<file path="config.mk">
export PLATFORM = sky130hd
export DESIGN_NAME = prio_irq_ctrl
export DESIGN_NICKNAME = d
export VERILOG_FILES = /design/src/rtl/prio_irq_pkg.sv /design/src/rtl/prio_irq_capture.sv /design/src/rtl/prio_irq_age.sv /design/src/rtl/prio_irq_select.sv /design/src/rtl/prio_irq_stack.sv /design/src/rtl/prio_irq_ctrl.sv
export SDC_FILE = /design/constraint.sdc
export NUM_CORES = 1
export LEC_CHECK = 0
export ABC_AREA = 1
export BUFFER_PORTS_ARGS = -buffer_cell sky130_fd_sc_hd__buf_2
export CAP_MARGIN = 20
export CORE_AREA = 8 8 149 151
export DETAILED_ROUTE_END_ITERATION = 8
export DIE_AREA = 0 0 157 159
export HOLD_SLACK_MARGIN = 0.02
export PLACE_DENSITY = 0.67
export SYNTH_ARGS = -nofsm -noshare
export SYNTH_HDL_FRONTEND = slang
export SYNTH_HIERARCHICAL = 1
export SYNTH_SLANG_ARGS = --single-unit
</file>
<file path="constraint.sdc">
create_clock -name clk -period 6.3 [get_ports clk]
set_input_delay 1.26 -clock clk [delete_from_list [all_inputs] [get_ports clk]]
set_output_delay 1.26 -clock clk [all_outputs]
set_load 0.02 [all_outputs]
</file>
<file path="src/rtl/prio_irq_pkg.sv">
package prio_irq_pkg;

  // selector of the configuration write port
  typedef enum logic {
    CFG_MASK = 1'b0,
    CFG_AGE  = 1'b1
  } cfg_sel_e;

endpackage

</file>
<file path="src/rtl/prio_irq_capture.sv">
// Edge-triggered pending flags, one per request input.
module prio_irq_capture #(
  parameter int unsigned N = 9
) (
  input  logic         clk,
  input  logic         rst,
  input  logic [N-1:0] req_i,
  input  logic [N-1:0] clr_i,
  output logic [N-1:0] pend_q_o,
  output logic [N-1:0] pend_d_o
);

  for (genvar g = 0; g < N; g++) begin : g_req
    logic prev_q;
    logic pend_q;
    logic pend_d;

    always_comb pend_d = (pend_q & ~clr_i[g]) | (req_i[g] & ~prev_q);

    always_ff @(posedge clk) begin
      if (rst) begin
        prev_q <= 1'b0;
        pend_q <= 1'b0;
      end else begin
        prev_q <= req_i[g];
        pend_q <= pend_d;
      end
    end

    assign pend_q_o[g] = pend_q;
    assign pend_d_o[g] = pend_d;
  end

endmodule

</file>
<file path="src/rtl/prio_irq_age.sv">
// Per-source wait counters that promote long-masked requests.
module prio_irq_age #(
  parameter int unsigned N     = 8,
  parameter int unsigned AGE_W = 8
) (
  input  logic             clk,
  input  logic             rst,
  input  logic [N-1:0]     pend_i,
  input  logic [N-1:0]     mask_i,
  input  logic [N-1:0]     svc_i,
  input  logic [AGE_W-1:0] thr_i,
  output logic [N-1:0]     force_q_o,
  output logic [N-1:0]     force_d_o
);

  for (genvar g = 0; g < N; g++) begin : g_src
    logic [AGE_W-1:0] cnt_q;
    logic [AGE_W-1:0] cnt_d;
    logic             frc_q;
    logic             frc_d;
    logic             waiting;

    always_comb begin
      waiting = pend_i[g] & mask_i[g] & ~frc_q & ~svc_i[g];
      frc_d   = (frc_q & ~svc_i[g]) | (waiting & (cnt_q >= thr_i));
      cnt_d   = waiting ? cnt_q + AGE_W'(1) : '0;
    end

    always_ff @(posedge clk) begin
      if (rst) begin
        cnt_q <= '0;
        frc_q <= 1'b0;
      end else begin
        cnt_q <= cnt_d;
        frc_q <= frc_d;
      end
    end

    assign force_q_o[g] = frc_q;
    assign force_d_o[g] = frc_d;
  end

endmodule

</file>
<file path="src/rtl/prio_irq_select.sv">
// Fixed-rank selection: non-maskable first, then lowest index.
module prio_irq_select #(
  parameter int unsigned N = 8,
  parameter int unsigned W = 4
) (
  input  logic [N-1:0] elig_i,
  input  logic         nmi_i,
  output logic         any_o,
  output logic [W-1:0] id_o,
  output logic [W-1:0] lvl_o
);

  localparam logic [W-1:0] NMI_ID = W'(N);
  localparam logic [W-1:0] IDLE   = W'(N + 1);

  always_comb begin
    any_o = 1'b0;
    id_o  = '0;
    for (int i = N - 1; i >= 0; i--) begin
      if (elig_i[i]) begin
        any_o = 1'b1;
        id_o  = W'(i);
      end
    end
    if (nmi_i) begin
      any_o = 1'b1;
      id_o  = NMI_ID;
    end
    if (!any_o)
      lvl_o = IDLE;
    else if (id_o == NMI_ID)
      lvl_o = '0;
    else
      lvl_o = id_o + W'(1);
  end

endmodule

</file>
<file path="src/rtl/prio_irq_stack.sv">
// LIFO of saved service levels.
module prio_irq_stack #(
  parameter int unsigned DEPTH = 10,
  parameter int unsigned W     = 4
) (
  input  logic         clk,
  input  logic         rst,
  input  logic         push_i,
  input  logic         pop_i,
  input  logic [W-1:0] din_i,
  output logic [W-1:0] top_o,
  output logic         empty_o,
  output logic         full_o
);

  localparam int unsigned PW = $clog2(DEPTH + 1);
  localparam int unsigned AW = (DEPTH > 1) ? $clog2(DEPTH) : 1;

  logic [W-1:0]  mem [DEPTH];
  logic [PW-1:0] sp_q;
  logic [AW-1:0] wr_idx;
  logic [AW-1:0] rd_idx;

  assign empty_o = (sp_q == '0);
  assign full_o  = (sp_q == PW'(DEPTH));
  assign wr_idx  = AW'(sp_q);
  assign rd_idx  = AW'(sp_q - PW'(1));
  assign top_o   = mem[rd_idx];

  always_ff @(posedge clk) begin
    if (push_i && !full_o)
      mem[wr_idx] <= din_i;
  end

  always_ff @(posedge clk) begin
    if (rst)
      sp_q <= '0;
    else if (push_i && !full_o)
      sp_q <= sp_q + PW'(1);
    else if (pop_i && !empty_o)
      sp_q <= sp_q - PW'(1);
  end

endmodule

</file>
<file path="src/rtl/prio_irq_ctrl.sv">
// Priority interrupt controller with masking, aging and nested service levels.
module prio_irq_ctrl
  import prio_irq_pkg::*;
#(
  parameter int unsigned NUM_SRC = 8,
  parameter int unsigned AGE_W   = 8,
  parameter int unsigned DATA_W  = 16,
  parameter int unsigned AGE_RST = 15
) (
  input  logic                             clk,
  input  logic                             rst,
  input  logic [NUM_SRC-1:0]               src_i,
  input  logic                             nmi_i,
  input  logic                             wr_en_i,
  input  logic                             wr_sel_i,
  input  logic [DATA_W-1:0]                wr_data_i,
  input  logic                             ack_i,
  input  logic                             eos_i,
  output logic                             irq_o,
  output logic [$clog2(NUM_SRC+2)-1:0]     vec_o,
  output logic [$clog2(NUM_SRC+2)-1:0]     cur_lvl_o
);

  localparam int unsigned W     = $clog2(NUM_SRC + 2);
  localparam int unsigned NREQ  = NUM_SRC + 1;
  localparam int unsigned DEPTH = NUM_SRC + 2;
  localparam logic [W-1:0] IDLE = W'(NUM_SRC + 1);

  logic [NUM_SRC-1:0] mask_q, mask_d;
  logic [AGE_W-1:0]   thr_q, thr_d;
  logic [NUM_SRC-1:0] force_q, force_d, elig_d;
  logic [NREQ-1:0]    pend_q, pend_d, clr;
  logic [W-1:0]       act_q, act_d, vec_q, vec_d;
  logic [W-1:0]       sel_id, sel_lvl, svc_lvl, stk_top;
  logic               irq_q, irq_d, sel_any;
  logic               ack_ok, eos_ok, stk_empty, stk_full;
  cfg_sel_e           wsel;

  assign wsel = cfg_sel_e'(wr_sel_i);

  // acknowledge and end-of-service qualification
  always_comb begin
    ack_ok = ack_i & irq_q & ~stk_full;
    eos_ok = eos_i & ~ack_ok & ~stk_empty;
    clr    = '0;
    if (ack_ok)
      clr[vec_q] = 1'b1;
    svc_lvl = (vec_q == W'(NUM_SRC)) ? '0 : vec_q + W'(1);
  end

  // configuration next state
  always_comb begin
    mask_d = mask_q;
    thr_d  = thr_q;
    if (wr_en_i && wsel == CFG_MASK)
      mask_d = wr_data_i[NUM_SRC-1:0];
    if (wr_en_i && wsel == CFG_AGE)
      thr_d = wr_data_i[AGE_W-1:0];
  end

  prio_irq_capture #(
    .N (NREQ)
  ) u_capture (
    .clk      (clk),
    .rst      (rst),
    .req_i    ({nmi_i, src_i}),
    .clr_i    (clr),
    .pend_q_o (pend_q),
    .pend_d_o (pend_d)
  );

  prio_irq_age #(
    .N     (NUM_SRC),
    .AGE_W (AGE_W)
  ) u_age (
    .clk       (clk),
    .rst       (rst),
    .pend_i    (pend_q[NUM_SRC-1:0]),
    .mask_i    (mask_q),
    .svc_i     (clr[NUM_SRC-1:0]),
    .thr_i     (thr_q),
    .force_q_o (force_q),
    .force_d_o (force_d)
  );

  prio_irq_stack #(
    .DEPTH (DEPTH),
    .W     (W)
  ) u_stack (
    .clk     (clk),
    .rst     (rst),
    .push_i  (ack_ok),
    .pop_i   (eos_ok),
    .din_i   (act_q),
    .top_o   (stk_top),
    .empty_o (stk_empty),
    .full_o  (stk_full)
  );

  // active level next state
  always_comb begin
    if (ack_ok)
      act_d = svc_lvl;
    else if (eos_ok)
      act_d = stk_top;
    else
      act_d = act_q;
  end

  // selection is made on next-state values so outputs match the stored state
  assign elig_d = pend_d[NUM_SRC-1:0] & (~mask_d | force_d);

  prio_irq_select #(
    .N (NUM_SRC),
    .W (W)
  ) u_select (
    .elig_i (elig_d),
    .nmi_i  (pend_d[NUM_SRC]),
    .any_o  (sel_any),
    .id_o   (sel_id),
    .lvl_o  (sel_lvl)
  );

  always_comb begin
    irq_d = sel_any && (sel_lvl < act_d);
    vec_d = irq_d ? sel_id : '0;
  end

  always_ff @(posedge clk) begin
    if (rst) begin
      mask_q <= '0;
      thr_q  <= AGE_W'(AGE_RST);
      act_q  <= IDLE;
      irq_q  <= 1'b0;
      vec_q  <= '0;
    end else begin
      mask_q <= mask_d;
      thr_q  <= thr_d;
      act_q  <= act_d;
      irq_q  <= irq_d;
      vec_q  <= vec_d;
    end
  end

  assign irq_o     = irq_q;
  assign vec_o     = vec_q;
  assign cur_lvl_o = act_q;

endmodule

</file>
# After elaboration in Yosys (flattened, before gate mapping)

Memories as Yosys holds them, arrays and structs flattened.
Cells that the tools add are included.

$add $sub $neg: 12
Magnitude comparators: 11
Equal/unequal tests: 3
Muxes and demuxes: 31
Bitwise logic cells: 121
Reductions and logical operators: 19

Operators by type and width:

| kind                | count |
|---|---|
| $add 8x1->8 const B | 8 |
| $ge 8x8->1          | 8 |
| $and 1x1->1         | 62 |
| $not 1->1           | 39 |
| $mux 4              | 8 |
| $mux 3              | 8 |
| $reduce_or 2->1     | 9 |
| $or 1x1->1          | 17 |
| $add 4x1->4 const B | 3 |
| $eq 4x4->1 const B  | 3 |
| $mux 1              | 12 |
| $mux 9              | 1 |
| $and 8x8->8         | 1 |
| $mux 8              | 1 |
| $not 8->8           | 1 |
| $or 8x8->8          | 1 |
| $logic_and 1x1->1   | 6 |
| $lt 4x5->1 const B  | 1 |
| $demux 1 s4         | 1 |
| $ge 4x1->1 const B  | 1 |
| $logic_not 4->1     | 1 |
| $lt 4x4->1          | 1 |
| $sub 4x1->4 const B | 1 |
| $logic_not 1->1     | 2 |
| $reduce_bool 2->1   | 1 |

Flip-flop bits (word level): 119
RAM bits: 40
Input bits: 31
Output and inout bits: 9
Memories: 1

Memory list:

| name        | words | bits a word | rd ports | clocked after Yosys merged registers in | wr ports | line                 | source |
|---|---|---|---|---|---|---|---|
| u_stack.mem | 10    | 4           | 1        | 0                                       | 1        | prio_irq_stack.sv:19 | `logic [W-1:0] mem [DEPTH];` |

# Logic depth before layout (Yosys ltp)

Gate-level depths: netlist of the first run.

Depth after elaboration: 27
Mapped depth: 35
Gate-level depth less buffers: 32

# Hierarchy

Netlist of the first run, hierarchy kept.

Modules (own cells, without submodules):

| module           | times used | cells an instance | area each (um2) | sequential area each (um2) |
|---|---|---|---|---|
| prio_irq_age     | 1          | 642               | 4,643.2         | 1,441.4 |
| prio_irq_stack   | 1          | 229               | 2,190.9         | 1,281.2 |
| prio_irq_ctrl    | 1          | 165               | 1,286.2         | 500.5 |
| prio_irq_capture | 1          | 110               | 803.3           | 360.3 |
| prio_irq_select  | 1          | 43                | 236.5           | 0.0 |

# Worst setup path before layout of the first run

OpenSTA, ideal clock, no wires.

Path kind: input port to flip-flop
Start: input ack_i
End: register vec_q[0] (netlist: vec_o[0])
Library setup time: 0.062 ns
Arrival time: 3.938 ns
Data required time: 6.238 ns
Slack: 2.299 ns
Stages: 26
Path buffers: 2
Cells stage by stage: nand3_2 -> buf_2 -> nor3_1 -> inv_1 -> nand4_1 -> inv_1 -> nand2_1 -> nand2_1 -> buf_4 -> o21a_1 -> inv_1 -> nand2_1 -> nand2_1 -> nand2_1 -> nand2_1 -> nand2_1 -> a21boi_1 -> inv_1 -> ha_1 -> nand2_1 -> nand2_1 -> nand2_1 -> ha_1 -> a211oi_4 -> nand2_4 -> nor2_2

RTL lines:

| item                                             | line                                         | source |
|---|---|---|
| start, declared                                  | prio_irq_ctrl.sv:17                          | `input logic ack_i,` |
| $and 1x1->1 * (2 in series)                      | prio_irq_ctrl.sv:43                          | `ack_ok = ack_i & irq_q & ~stk_full;` |
| $mux 9 *                                         | prio_irq_ctrl.sv:46                          | `if (ack_ok)` |
| named net clr[6]                                 | prio_irq_ctrl.sv:32                          | `logic [NREQ-1:0] pend_q, pend_d, clr;` |
| $not 1->1 *                                      | prio_irq_age.sv:24, prio_irq_age.sv:25       |  |
| $and 1x1->1                                      | prio_irq_age.sv:24                           | `waiting = pend_i[g] & mask_i[g] & ~frc_q & ~svc_i[g];` |
| $and 1x1->1                                      | prio_irq_age.sv:25                           | `frc_d = (frc_q & ~svc_i[g]) \| (waiting & (cnt_q >= thr_i));` |
| $or 1x1->1 *                                     | prio_irq_age.sv:25                           |  |
| named net u_age.g_src[6].frc_d                   | prio_irq_age.sv:20                           | `logic frc_d;` |
| (+2 left out)                                    | --                                           |  |
| named net elig_d[6]                              | prio_irq_ctrl.sv:31                          | `logic [NUM_SRC-1:0] force_q, force_d, elig_d;` |
| (+8 left out)                                    | --                                           |  |
| named net sel_id[0]                              | prio_irq_ctrl.sv:34                          | `logic [W-1:0] sel_id, sel_lvl, svc_lvl, stk_top;` |
| $add 4x1->4 / $eq 4x4->1 (equally long branches) | prio_irq_select.sv:34, prio_irq_select.sv:31 |  |
| $mux 4 *                                         | prio_irq_select.sv:31                        | `else if (id_o == NMI_ID)` |
| $mux 4 *                                         | prio_irq_select.sv:29                        | `if (!any_o)` |
| named net sel_lvl[3]                             | prio_irq_ctrl.sv:34                          |  |
| $lt 4x4->1 *                                     | prio_irq_ctrl.sv:125                         | `irq_d = sel_any && (sel_lvl < act_d);` |
| $logic_and 1x1->1 *                              | prio_irq_ctrl.sv:125                         |  |
| $not 1->1 (no line) *                            | --                                           |  |
| $reduce_or 2->1 (no line) *                      | --                                           |  |
| end signal, assigned                             | prio_irq_ctrl.sv:141                         | `vec_q <= vec_d;` |
| end, declared                                    | prio_irq_ctrl.sv:33                          | `logic [W-1:0] act_q, act_d, vec_q, vec_d;` |

Mark *: on every way through the listed nets, which the timed path passes. The rest lies on a longest branch.
A chain may end at the register's enable or synchronous reset.

# Final worst setup path of the first run

Start: register u_stack.sp_q[0]
End: register vec_q[1] (netlist: vec_o[1])

Word-level cells in the longest chain between the ends: 26

Ends and longest elaborated chain:

| item                                             | line                                         | source |
|---|---|---|
| start, declared                                  | prio_irq_stack.sv:20                         | `logic [PW-1:0] sp_q;` |
| start signal, assigned                           | prio_irq_stack.sv:39                         | `sp_q <= sp_q + PW'(1);` |
| start signal, assigned                           | prio_irq_stack.sv:41                         | `sp_q <= sp_q - PW'(1);` |
| $eq 4x4->1 *                                     | prio_irq_stack.sv:25                         | `assign full_o = (sp_q == PW'(DEPTH));` |
| named net stk_full                               | prio_irq_ctrl.sv:36                          | `logic ack_ok, eos_ok, stk_empty, stk_full;` |
| $not 1->1 *                                      | prio_irq_ctrl.sv:43                          |  |
| $and 1x1->1 *                                    | prio_irq_ctrl.sv:43                          |  |
| $mux 9 *                                         | prio_irq_ctrl.sv:46                          |  |
| named net clr[7]                                 | prio_irq_ctrl.sv:32                          |  |
| $not 1->1 *                                      | prio_irq_age.sv:24, prio_irq_age.sv:25       |  |
| $and 1x1->1                                      | prio_irq_age.sv:24                           |  |
| (+2 left out)                                    | --                                           |  |
| named net force_d[7]                             | prio_irq_ctrl.sv:31                          |  |
| (+2 left out)                                    | --                                           |  |
| named net elig_d[7]                              | prio_irq_ctrl.sv:31                          |  |
| (+9 left out)                                    | --                                           |  |
| named net sel_id[1]                              | prio_irq_ctrl.sv:34                          |  |
| $add 4x1->4 / $eq 4x4->1 (equally long branches) | prio_irq_select.sv:34, prio_irq_select.sv:31 |  |
| $mux 4 *                                         | prio_irq_select.sv:31                        |  |
| $mux 4 *                                         | prio_irq_select.sv:29                        |  |
| named net sel_lvl[3]                             | prio_irq_ctrl.sv:34                          |  |
| $lt 4x4->1 *                                     | prio_irq_ctrl.sv:125                         |  |
| $logic_and 1x1->1 *                              | prio_irq_ctrl.sv:125                         |  |
| $not 1->1 (no line) *                            | --                                           |  |
| $reduce_or 2->1 (no line) *                      | --                                           |  |

Marked as above.

==> run_results.csv, run 1 <==
group,metric,value,unit
outcome,status,"completed",
final_layout,area_delta_synth_final,9.04,%
die,die-area,0.0250,mm^2
sta,fin_crit,4680,ps
global_routing,grt_remaining_overflow,0,
placed_design,gp_congestion,0.833,
global_routing,grt_util_all_layers,15.6,%
cts,postCtsSetupBuffers,0,
final_layout,drive_above_1_share,11.0,%
synthesis,netlist_area,0.00909,mm^2
die,die_y,159,um
die,io_pins,40,
pwr,p_per_area,298,mW/mm^2
sta,period_share,74.3,%
global_routing,grt_pass1_wl,31600,um
placed_design,dpl.cell_count,1442,
setup_path,crit_buf_inv,7,
final_layout,antenna_cells_inserted,0,
placed_design,dp_hpwl,13600,um
run,cap_violations,0,
sta,hold_ws,463,ps
final_layout,instances_no_fill,1474,
setup_path,cpLargestDelayFamily,"simple AND/OR/NAND/NOR gates",
sta,max_slew.worst_pin.slew,756,ps
routing,first_pass_iters,4,
routing,viasPerCell,4.76,
cts,clk_pin_slew_worst_paths,60,ps
final_layout,final_nets,1307,
cts,cts_tree,"done",
sta,fin_skew,9.92,ps
routing,first_iter_violations,448,
final_layout,multi_input_area,0.00435,mm^2
cts,insertion_delay,430,ps
setup_path,cp.required,6670,ps
final_layout,layout_commonest_cell,"nand2_1",
cts,htree_num_levels,4,
routing,routedWlPerCell,12.6,um
routing,ant_nets,0,
min_path,hold_class,"flop to flop",
die,row_count,52,
placed_design,port-buffer-count,31,
setup_path,cp-end-kind,"flop",
synthesis,yosys_warnings,6,
cts,clockBufferDepth,2,
cts,clkSinkCount,159,
synthesis,syn_nets,1296,
die,core_area,0.0198,mm^2
global_routing,antenna_found_initial,0,
cts,root_buffer,"clkbuf_16",
routing,wirelength,18600,um
cts,numCtsBuffers,17,
sta,slew_headroom,49.2,%
sta,slew_violations,0,
setup_path,startpoint_type,"flop",
final_layout,seqCellArea,0.00358,mm^2
routing,drcViolationCount,0,
final_layout,n_fill_cell,1835,
final_layout,final_design_area_no_fill,0.00991,mm^2
routing,vias,7015,
setup_path,arrival,5050,ps
die,die_w,157,um
cts,ctsHoldBuffers,0,
setup_path,cp_slowest_cell,"nor3_1",
sta,tns,0,ps
sta,finalSetupViolCount,0,
setup_path,cp_slowest_stage_delay,460,ps
setup_path,critical_path_class,"flop to flop",
cts,cts_resized,0,
pwr,max-vdd-ir-drop,228,uV
sta,clock.fmax,214,MHz
sta,rsz0062_at_grt,"no",
synthesis,synth_area_per_cell,7.71,um^2
global_routing,grt_pass1_vias,6756,
setup_path,cp_max_fo,25,
placed_design,post_dp_cell_area,0.00929,mm^2
global_routing,grt_max_degree,48,
synthesis,netlist_instances,1180,
pwr,p_leak,4.68,nW
die,initial_core_util,45.8,%
final_layout,final_cell_mix,"nand2_1, inv_1, dfxtp_1",
sta,hold_violations,0,
==> final timing paths <==
kind	slack (ps)	to	depth (start not counted)	from
setup / recovery	1620	vec_o[1]	26	u_stack/sp_q[0]
hold / removal	460	u_age/g_src[3].cnt_q[0]	1	u_age/g_src[3].cnt_q[0]
setup reg to reg	1620	vec_o[1]	26	u_stack/sp_q[0]
hold reg to reg	460	u_age/g_src[3].cnt_q[0]	1	u_age/g_src[3].cnt_q[0]
==> power by group <==
part / internal [mW] / leakage, nW / switching (mW)
Clock: 0.637 / 0.300 / 0.447
Combinational: 0.212 / 3.05 / 0.445
Sequential: 1.13 / 1.33 / 0.0813
Total: 1.98 / 4.68 / 0.973
==> final cells by class <==
| cell class | instances | share of cell area (%) |
|---|---|---|
| multi-input combinational | 755 | 43.9 |
| sequential | 159 | 36.1 |
| inverter | 225 | 8.57 |
| clock buffer | 17 | 4.29 |
| tap | 270 | 3.41 |
| clock inverter | 15 | 1.99 |
| timing repair buffer | 33 | 1.72 |
==> metrics by stage <==
stage / util [%] / total power [mW] / setup WS, ps
2_1_floorplan: - / 1.74 / 2300
4_1_cts: 50.0 / 2.98 / 1620
6_report: 50.0 / 2.96 / 1620
5_1_grt: 50.0 / 3.11 / 1220
3_5_place_dp: 46.8 / 1.89 / 1650
3_3_place_gp: 46.8 / 1.88 / 1720
==> routing by layer <==
metal | vias up | GRT usage (%) | part of all wire (%)
met5 | - | 0 | 0
met4 | 0 | 5.07 | 1.7
met2 | 89 | 26.8 | 48
li1 | 3728 | - | -
met3 | 22 | 3.23 | 2.8
met1 | 3176 | 19.1 | 48
==> flip-flops by register name, summed over array words and instances (netlist names) <==
register	count
u_age/g_src.frc_q	8
u_stack/mem	40
irq_o	1
u_capture/g_req.pend_q	9
u_stack/sp_q	4
u_capture/g_req.prev_q	9
mask_q	8
u_age/g_src.cnt_q	64
thr_q	8
cur_lvl_o	4
vec_o	4
No activity file was read; power rests on OpenSTA's default activity.
==> run 2: changes to the inputs <==
PLACE_DENSITY = 0.69   (was 0.67)
clock period = 4.04 ns   (was 6.3 ns; I/O delays follow)
==> run 2 against run 1 <==
Against the previous run: register-to-register slack worse by 1200 ps; largest cell class unchanged; flip-flop and latch count unchanged; highest routed layer unchanged; fmax up 29%.
==> run_results.csv, run 2 (same netlist as run 1, synthesis figures left out) <==
group,metric,value,unit
outcome,status,"completed",
setup_path,cp_common_cell,"nand2_1",
setup_path,startpoint_type,"flop",
sta,tns,0,ps
setup_path,r2r_start,"u_stack/sp_q[0]",
global_routing,grt_remaining_overflow,0,
global_routing,antenna_found_initial,0,
routing,first_pass_iters,5,
setup_path,r2r_cells,30,
routing,viasPerCell,4.82,
cts,insertion_delay,420,ps
final_layout,largest_register,"u_age/g_src.cnt_q",
run,cap_violations,0,
routing,drcViolationCount,0,
final_layout,antenna_cells_inserted,0,
pwr,power_frac_comb,23.1,%
sta,max_slew.worst_pin.slew,744,ps
die,die_y,159,um
cts,clockBufferDepth,2,
placed_design,port-buffer-count,31,
sta,finalSetupViolCount,0,
setup_path,cp_max_fo,9,
setup_path,r2r_slack,410,ps
setup_path,rr_endpoint,"vec_o[0]",
sta,period_share,89.8,%
setup_path,critical_path_class,"flop to flop",
routing,ant_nets,0,
routing,first_iter_violations,342,
sta,fin_skew,9.96,ps
cts,postCtsSetupBuffers,0,
min_path,min_from,"u_age/g_src[5].cnt_q[0]",
pwr,switching_share,32.6,%
cts,htree_num_levels,4,
final_layout,top_regs,"u_age/g_src.cnt_q x64, u_stack/mem x40",
cts,numCtsBuffers,17,
sta,hold_ws,457,ps
die,die-area,0.0250,mm^2
min_path,hold-path-cell-count,1,
pwr,internal_power,3.10,mW
die,initial_core_util,45.8,%
final_layout,drive_above_1_share,12.0,%
global_routing,grt_util_all_layers,15.5,%
pwr,p_per_area,459,mW/mm^2
routing,wirelength,18600,um
routing,vias,7163,
cts,clkSinkCount,159,
sta,slew_headroom,50.0,%
cts,clk_pin_slew_worst_paths,60,ps
setup_path,cp.required,4400,ps
setup_path,cp_slowest_cell,"dfxtp_1",
min_path,min_to,"u_age/g_src[5].cnt_q[0]",
die,row_count,52,
final_layout,final_cell_mix,"nand2_1, inv_1, dfxtp_1",
sta,rsz0062_at_grt,"no",
setup_path,cp-end-kind,"flop",
placed_design,gp_congestion,0.792,
setup_path,arrival,3990,ps
die,io_pins,40,
die,die_w,157,um
final_layout,layout_commonest_cell,"nand2_1",
sta,clock.fmax,276,MHz
final_layout,largest_reg_flops,64,
die,core_area,0.0198,mm^2
sta,fin_crit,3630,ps
routing,routedWlPerCell,12.6,um
global_routing,grt_pass1_vias,6750,
cts,cts_tree,"done",
pwr,power_switching,1.50,mW
pwr,p_leak,4.72,nW
cts,root_buffer,"clkbuf_16",
pwr,max-vdd-ir-drop,271,uV
min_path,hold_class,"flop to flop",
setup_path,cp_slowest_stage_delay,340,ps
global_routing,grt_max_degree,25,
pwr,clockPowerShare,35.8,%
pwr,seq_power_share,41.1,%
cts,ctsHoldBuffers,0,
sta,slew_violations,0,
global_routing,grt_pass1_wl,31500,um
sta,hold_violations,0,
final_layout,final_nets,1318,
final_layout,area_delta_synth_final,10.1,%
placed_design,dp_hpwl,14000,um
final_layout,n_fill_cell,1854,
[run 2: cell types whose count changed in the layout (fill, tap and decap cells not counted)]
cell,before,now
nor3_1,23,19
buf_4,2,13
inv_6,6,4
clkinv_1,0,2
a21boi_2,0,1
clkinvlp_4,2,4
a21boi_1,1,0
nor3_2,7,11
nand3_2,5,4
inv_8,2,1
nand3_4,2,3
clkinv_4,2,1
[run 2: worst max path at each step]
| stage | from | to | slack (ps) |
|---|---|---|---|
| floorplan | u_stack/sp_q[0] | vec_o[0] | 180 |
| global placement | ack_i | vec_o[3] | 300 |
| detailed placement | ack_i | vec_o[0] | 270 |
| CTS | u_stack/sp_q[0] | vec_o[0] | 300 |
| global route | u_stack/sp_q[0] | vec_o[0] | 2 |
| finish | u_stack/sp_q[0] | vec_o[0] | 410 |
[run 2: layout make-up]
class	count	area, um^2	share of cell area, %
Multi-Input combinational cell	755	4380	43.8
Sequential cell	159	3580	35.8
Inverter	225	850	8.48
Clock buffer	17	425	4.25
Tap cell	270	338	3.37
Timing Repair Buffer	44	253	2.52
Clock inverter	15	183	1.82
[run 2: per-layer routing]
| metal | part of all wire (%) | GRT usage (%) | up-vias |
|---|---|---|---|
| met5 | 0 | 0 | - |
| met4 | 1.9 | 5.55 | 0 |
| met3 | 4.2 | 3.20 | 28 |
| met2 | 48 | 26.5 | 143 |
| met1 | 46 | 18.8 | 3249 |
| li1 | - | - | 3743 |
[run 2: critical path, delay by kind of cell, from the launching register on]
kind | cells | cell delay [ps]
AO/OA/AOI/OAI | 3 | 670
adder cells (fa/ha/maj) | 3 | 690
buffers and inverters | 8 | 570
flip-flops | 1 | 340
AND/OR/NAND/NOR | 16 | 1280
[run 2: power by group through the flow]
stage	clock network, mW	logic, mW	registers, mW
2_1_floorplan	0	0.802	1.91
3_3_place_gp	0	1.03	1.92
3_5_place_dp	0	1.05	1.93
4_1_cts	1.68	1.05	1.89
5_1_grt	1.74	1.20	1.90
6_report	1.64	1.06	1.89
[run 2: per-stage QoR]
| step | worst slack (ps) | cells | total power [mW] | util, % | instance area (um^2) |
|---|---|---|---|---|---|
| 6_report | 413 | 1485 | 4.59 | 50.5 | 10000 |
| 4_1_cts | 302 | 1485 | 4.62 | 50.3 | 9980 |
| 2_1_floorplan | 182 | 1180 | 2.71 | - | 9090 |
| 3_3_place_gp | 302 | 1453 | 2.96 | 47.2 | 9370 |
| 3_5_place_dp | 265 | 1453 | 2.97 | 47.2 | 9370 |
| 5_1_grt | 1.97 | 1485 | 4.84 | 50.5 | 10000 |
[run 2: repair_timing]
item / in CTS / in global routing
hold endpoints to repair: 0 / 0
endpoints found under the setup margin: 0 / 5
resized for setup: 0 / 6
==> run 3: changes to the inputs <==
ABC_AREA = not set   (was 1)
CORE_AREA = 8 8 145 147   (was 8 8 149 151)
CTS_BUF_LIST = sky130_fd_sc_hd__clkbuf_4 sky130_fd_sc_hd__clkbuf_8   (was not set)
DIE_AREA = 0 0 153 155   (was 0 0 157 159)
PLACE_DENSITY = 0.7   (was 0.69)
==> run 3 against run 2 <==
Against the previous run: register-to-register slack got worse by 350 ps; synthesized cell count fell by 28%; via count fell by 14%; final cell count fell by 22%; cell area fell by 0.96%.
==> run_results.csv, run 3 <==
group,metric,value,unit
routing,first_pass_iters,5,
min_path,hold_class,"flop to flop",
final_layout,area_delta_synth_final,15.1,%
sta,finalSetupViolCount,0,
run,cap_violations,0,
final_layout,final_design_area_no_fill,0.00992,mm^2
pwr,p_leak,4.12,nW
setup_path,cpLargestDelayFamily,"compound AO/OA/AOI/OAI gates",
cts,root_buffer,"clkbuf_8",
routing,drcViolationCount,0,
final_layout,final_cell_mix,"dfxtp_1, nor2_1, ha_1",
setup_path,cp_slowest_cell,"a211oi_2",
final_layout,postLayoutCoreUtil,52.3,%
sta,slew_headroom,36.9,%
pwr,p_per_area,399,mW/mm^2
placed_design,dp_hpwl,13000,um
final_layout,final_nets,1024,
setup_path,startpoint_type,"flop",
synthesis,netlist_area,0.00862,mm^2
sta,clock.fmax,252,MHz
sta,max_slew.worst_pin.slew,946,ps
final_layout,top_regs,"u_age/g_src.cnt_q x64, u_stack/mem x40",
cts,htree_num_levels,4,
sta,rsz0062_at_grt,"yes",
global_routing,grt_remaining_overflow,0,
sta,layout_setup_ws,65.3,ps
routing,routedWlPerCell,15.5,um
sta,fin_skew,14.9,ps
pwr,max-vdd-ir-drop,247,uV
placed_design,post_dp_cell_area,0.00909,mm^2
synthesis,netlist_instances,845,
setup_path,arrival,4330,ps
routing,wirelength,18000,um
cts,insertion_delay,460,ps
final_layout,largest_reg_flops,64,
placed_design,port-buffer-count,31,
global_routing,grt_max_degree,45,
global_routing,grt_pass1_wl,29100,um
pwr,clockPowerShare,30.9,%
global_routing,grt_util_all_layers,15.2,%
sta,hold_ws,459,ps
final_layout,drive_above_1_share,24.5,%
routing,viasPerCell,5.29,
setup_path,crit_buf_inv,4,
setup_path,crit_path_cell_trace,"clkinvlp_4 > buf_12 > buf_6 > ha_1 > a21oi_2 > o221ai_1 > a31oi_1 > nor2_1 > o21a_2 > inv_1 > a21oi_2 > a211oi_2 > ha_4 > nor4b_4 > a31o_1 > ha_4 > nand3_4 > a2111oi_4 > nor3_4 > and2_1",
placed_design,dpl.cell_count,1110,
global_routing,antenna_found_initial,0,
setup_path,critical_path_class,"flop to flop",
sta,fin_crit,3970,ps
cts,clockBufferDepth,2,
die,die-area,0.0237,mm^2
cts,clk_pin_slew_worst_paths,90,ps
sta,tns,0,ps
pwr,internal_power,2.71,mW
pwr,power_frac_comb,23.6,%
outcome,status,"completed",
cts,clkSinkCount,159,
sta,period_share,98.4,%
final_layout,instances_no_fill,1159,
global_routing,grt_pass1_vias,5828,
setup_path,cp_max_fo,5,
routing,ant_nets,0,
final_layout,antenna_cells_inserted,0,
final_layout,layout_commonest_cell,"dfxtp_1",
die,die_y,155,um
pwr,seq_power_share,45.5,%
pwr,power,3.96,mW
die,row_count,51,
cts,cts_tree,"done",
setup_path,cp.required,4400,ps
die,initial_core_util,45.5,%
sta,slew_violations,0,
setup_path,cp_slowest_stage_delay,390,ps
cts,numCtsBuffers,17,
die,io_pins,40,
synthesis,syn_nets,961,
die,die_w,153,um
placed_design,dp_slack,-52.8,ps
pwr,switching_share,31.5,%
placed_design,gp_congestion,0.806,
routing,vias,6130,
final_layout,largest_register,"u_age/g_src.cnt_q",
pwr,power_switching,1.25,mW
sta,hold_violations,0,
routing,first_iter_violations,238,
die,core_area,0.0190,mm^2
synthesis,synth_area_per_cell,10.2,um^2
setup_path,cp-end-kind,"flop",
synthesis,yosys_warnings,6,
cts,ctsHoldBuffers,0,
[run 3: routing by layer]
layer,GRT usage [%],share of wire (%)
met5,0,0
met4,6.46,2.0
met3,2.86,2.8
met2,24.6,48
met1,19.5,48
[run 3: worst min-delay path: cells and delay by family (launching register included)]
kind	cells	cell delay [ps]
AOI/OAI and AO/OA	1	50
DFF	1	320
and+or+nand+nor	1	50
[run 3: cell type report]
| cell class | count | area [um^2] |
|---|---|---|
| clock buffer | 17 | 234 |
| clock inverter | 15 | 171 |
| multi-input combinational | 602 | 4830 |
| fill | 1648 | 9030 |
| tap | 238 | 298 |
| inverter | 37 | 155 |
| sequential | 159 | 3590 |
| timing repair buffer | 91 | 641 |
[run 3: timing repair]
action | CTS | global route
resized for setup | 3 | 58
setup buffers | 0 | 17
endpoints found under the setup margin | 5 | 5
pin swaps | 0 | 29
[run 3: final timing paths]
path              startpoint        to  slack (ps)  cells after the start
hold reg to reg     thr_q[6]  thr_q[6]         460                      2
setup / recovery    thr_q[5]  vec_o[0]          70                     20
setup reg to reg    thr_q[5]  vec_o[0]          70                     20
hold / removal      thr_q[6]  thr_q[6]         460                      2
[run 3: power by group through the flow]
stage                     sequential (mW)  combinational, mW  clock (mW)
after floorplan                      1.84              0.629           0
after global placement               1.83              0.833           0
after detailed placement             1.84              0.843           0
after CTS                            1.80              0.851        1.26
after global routing                 1.81               1.02        1.33
final                                1.80              0.935        1.22
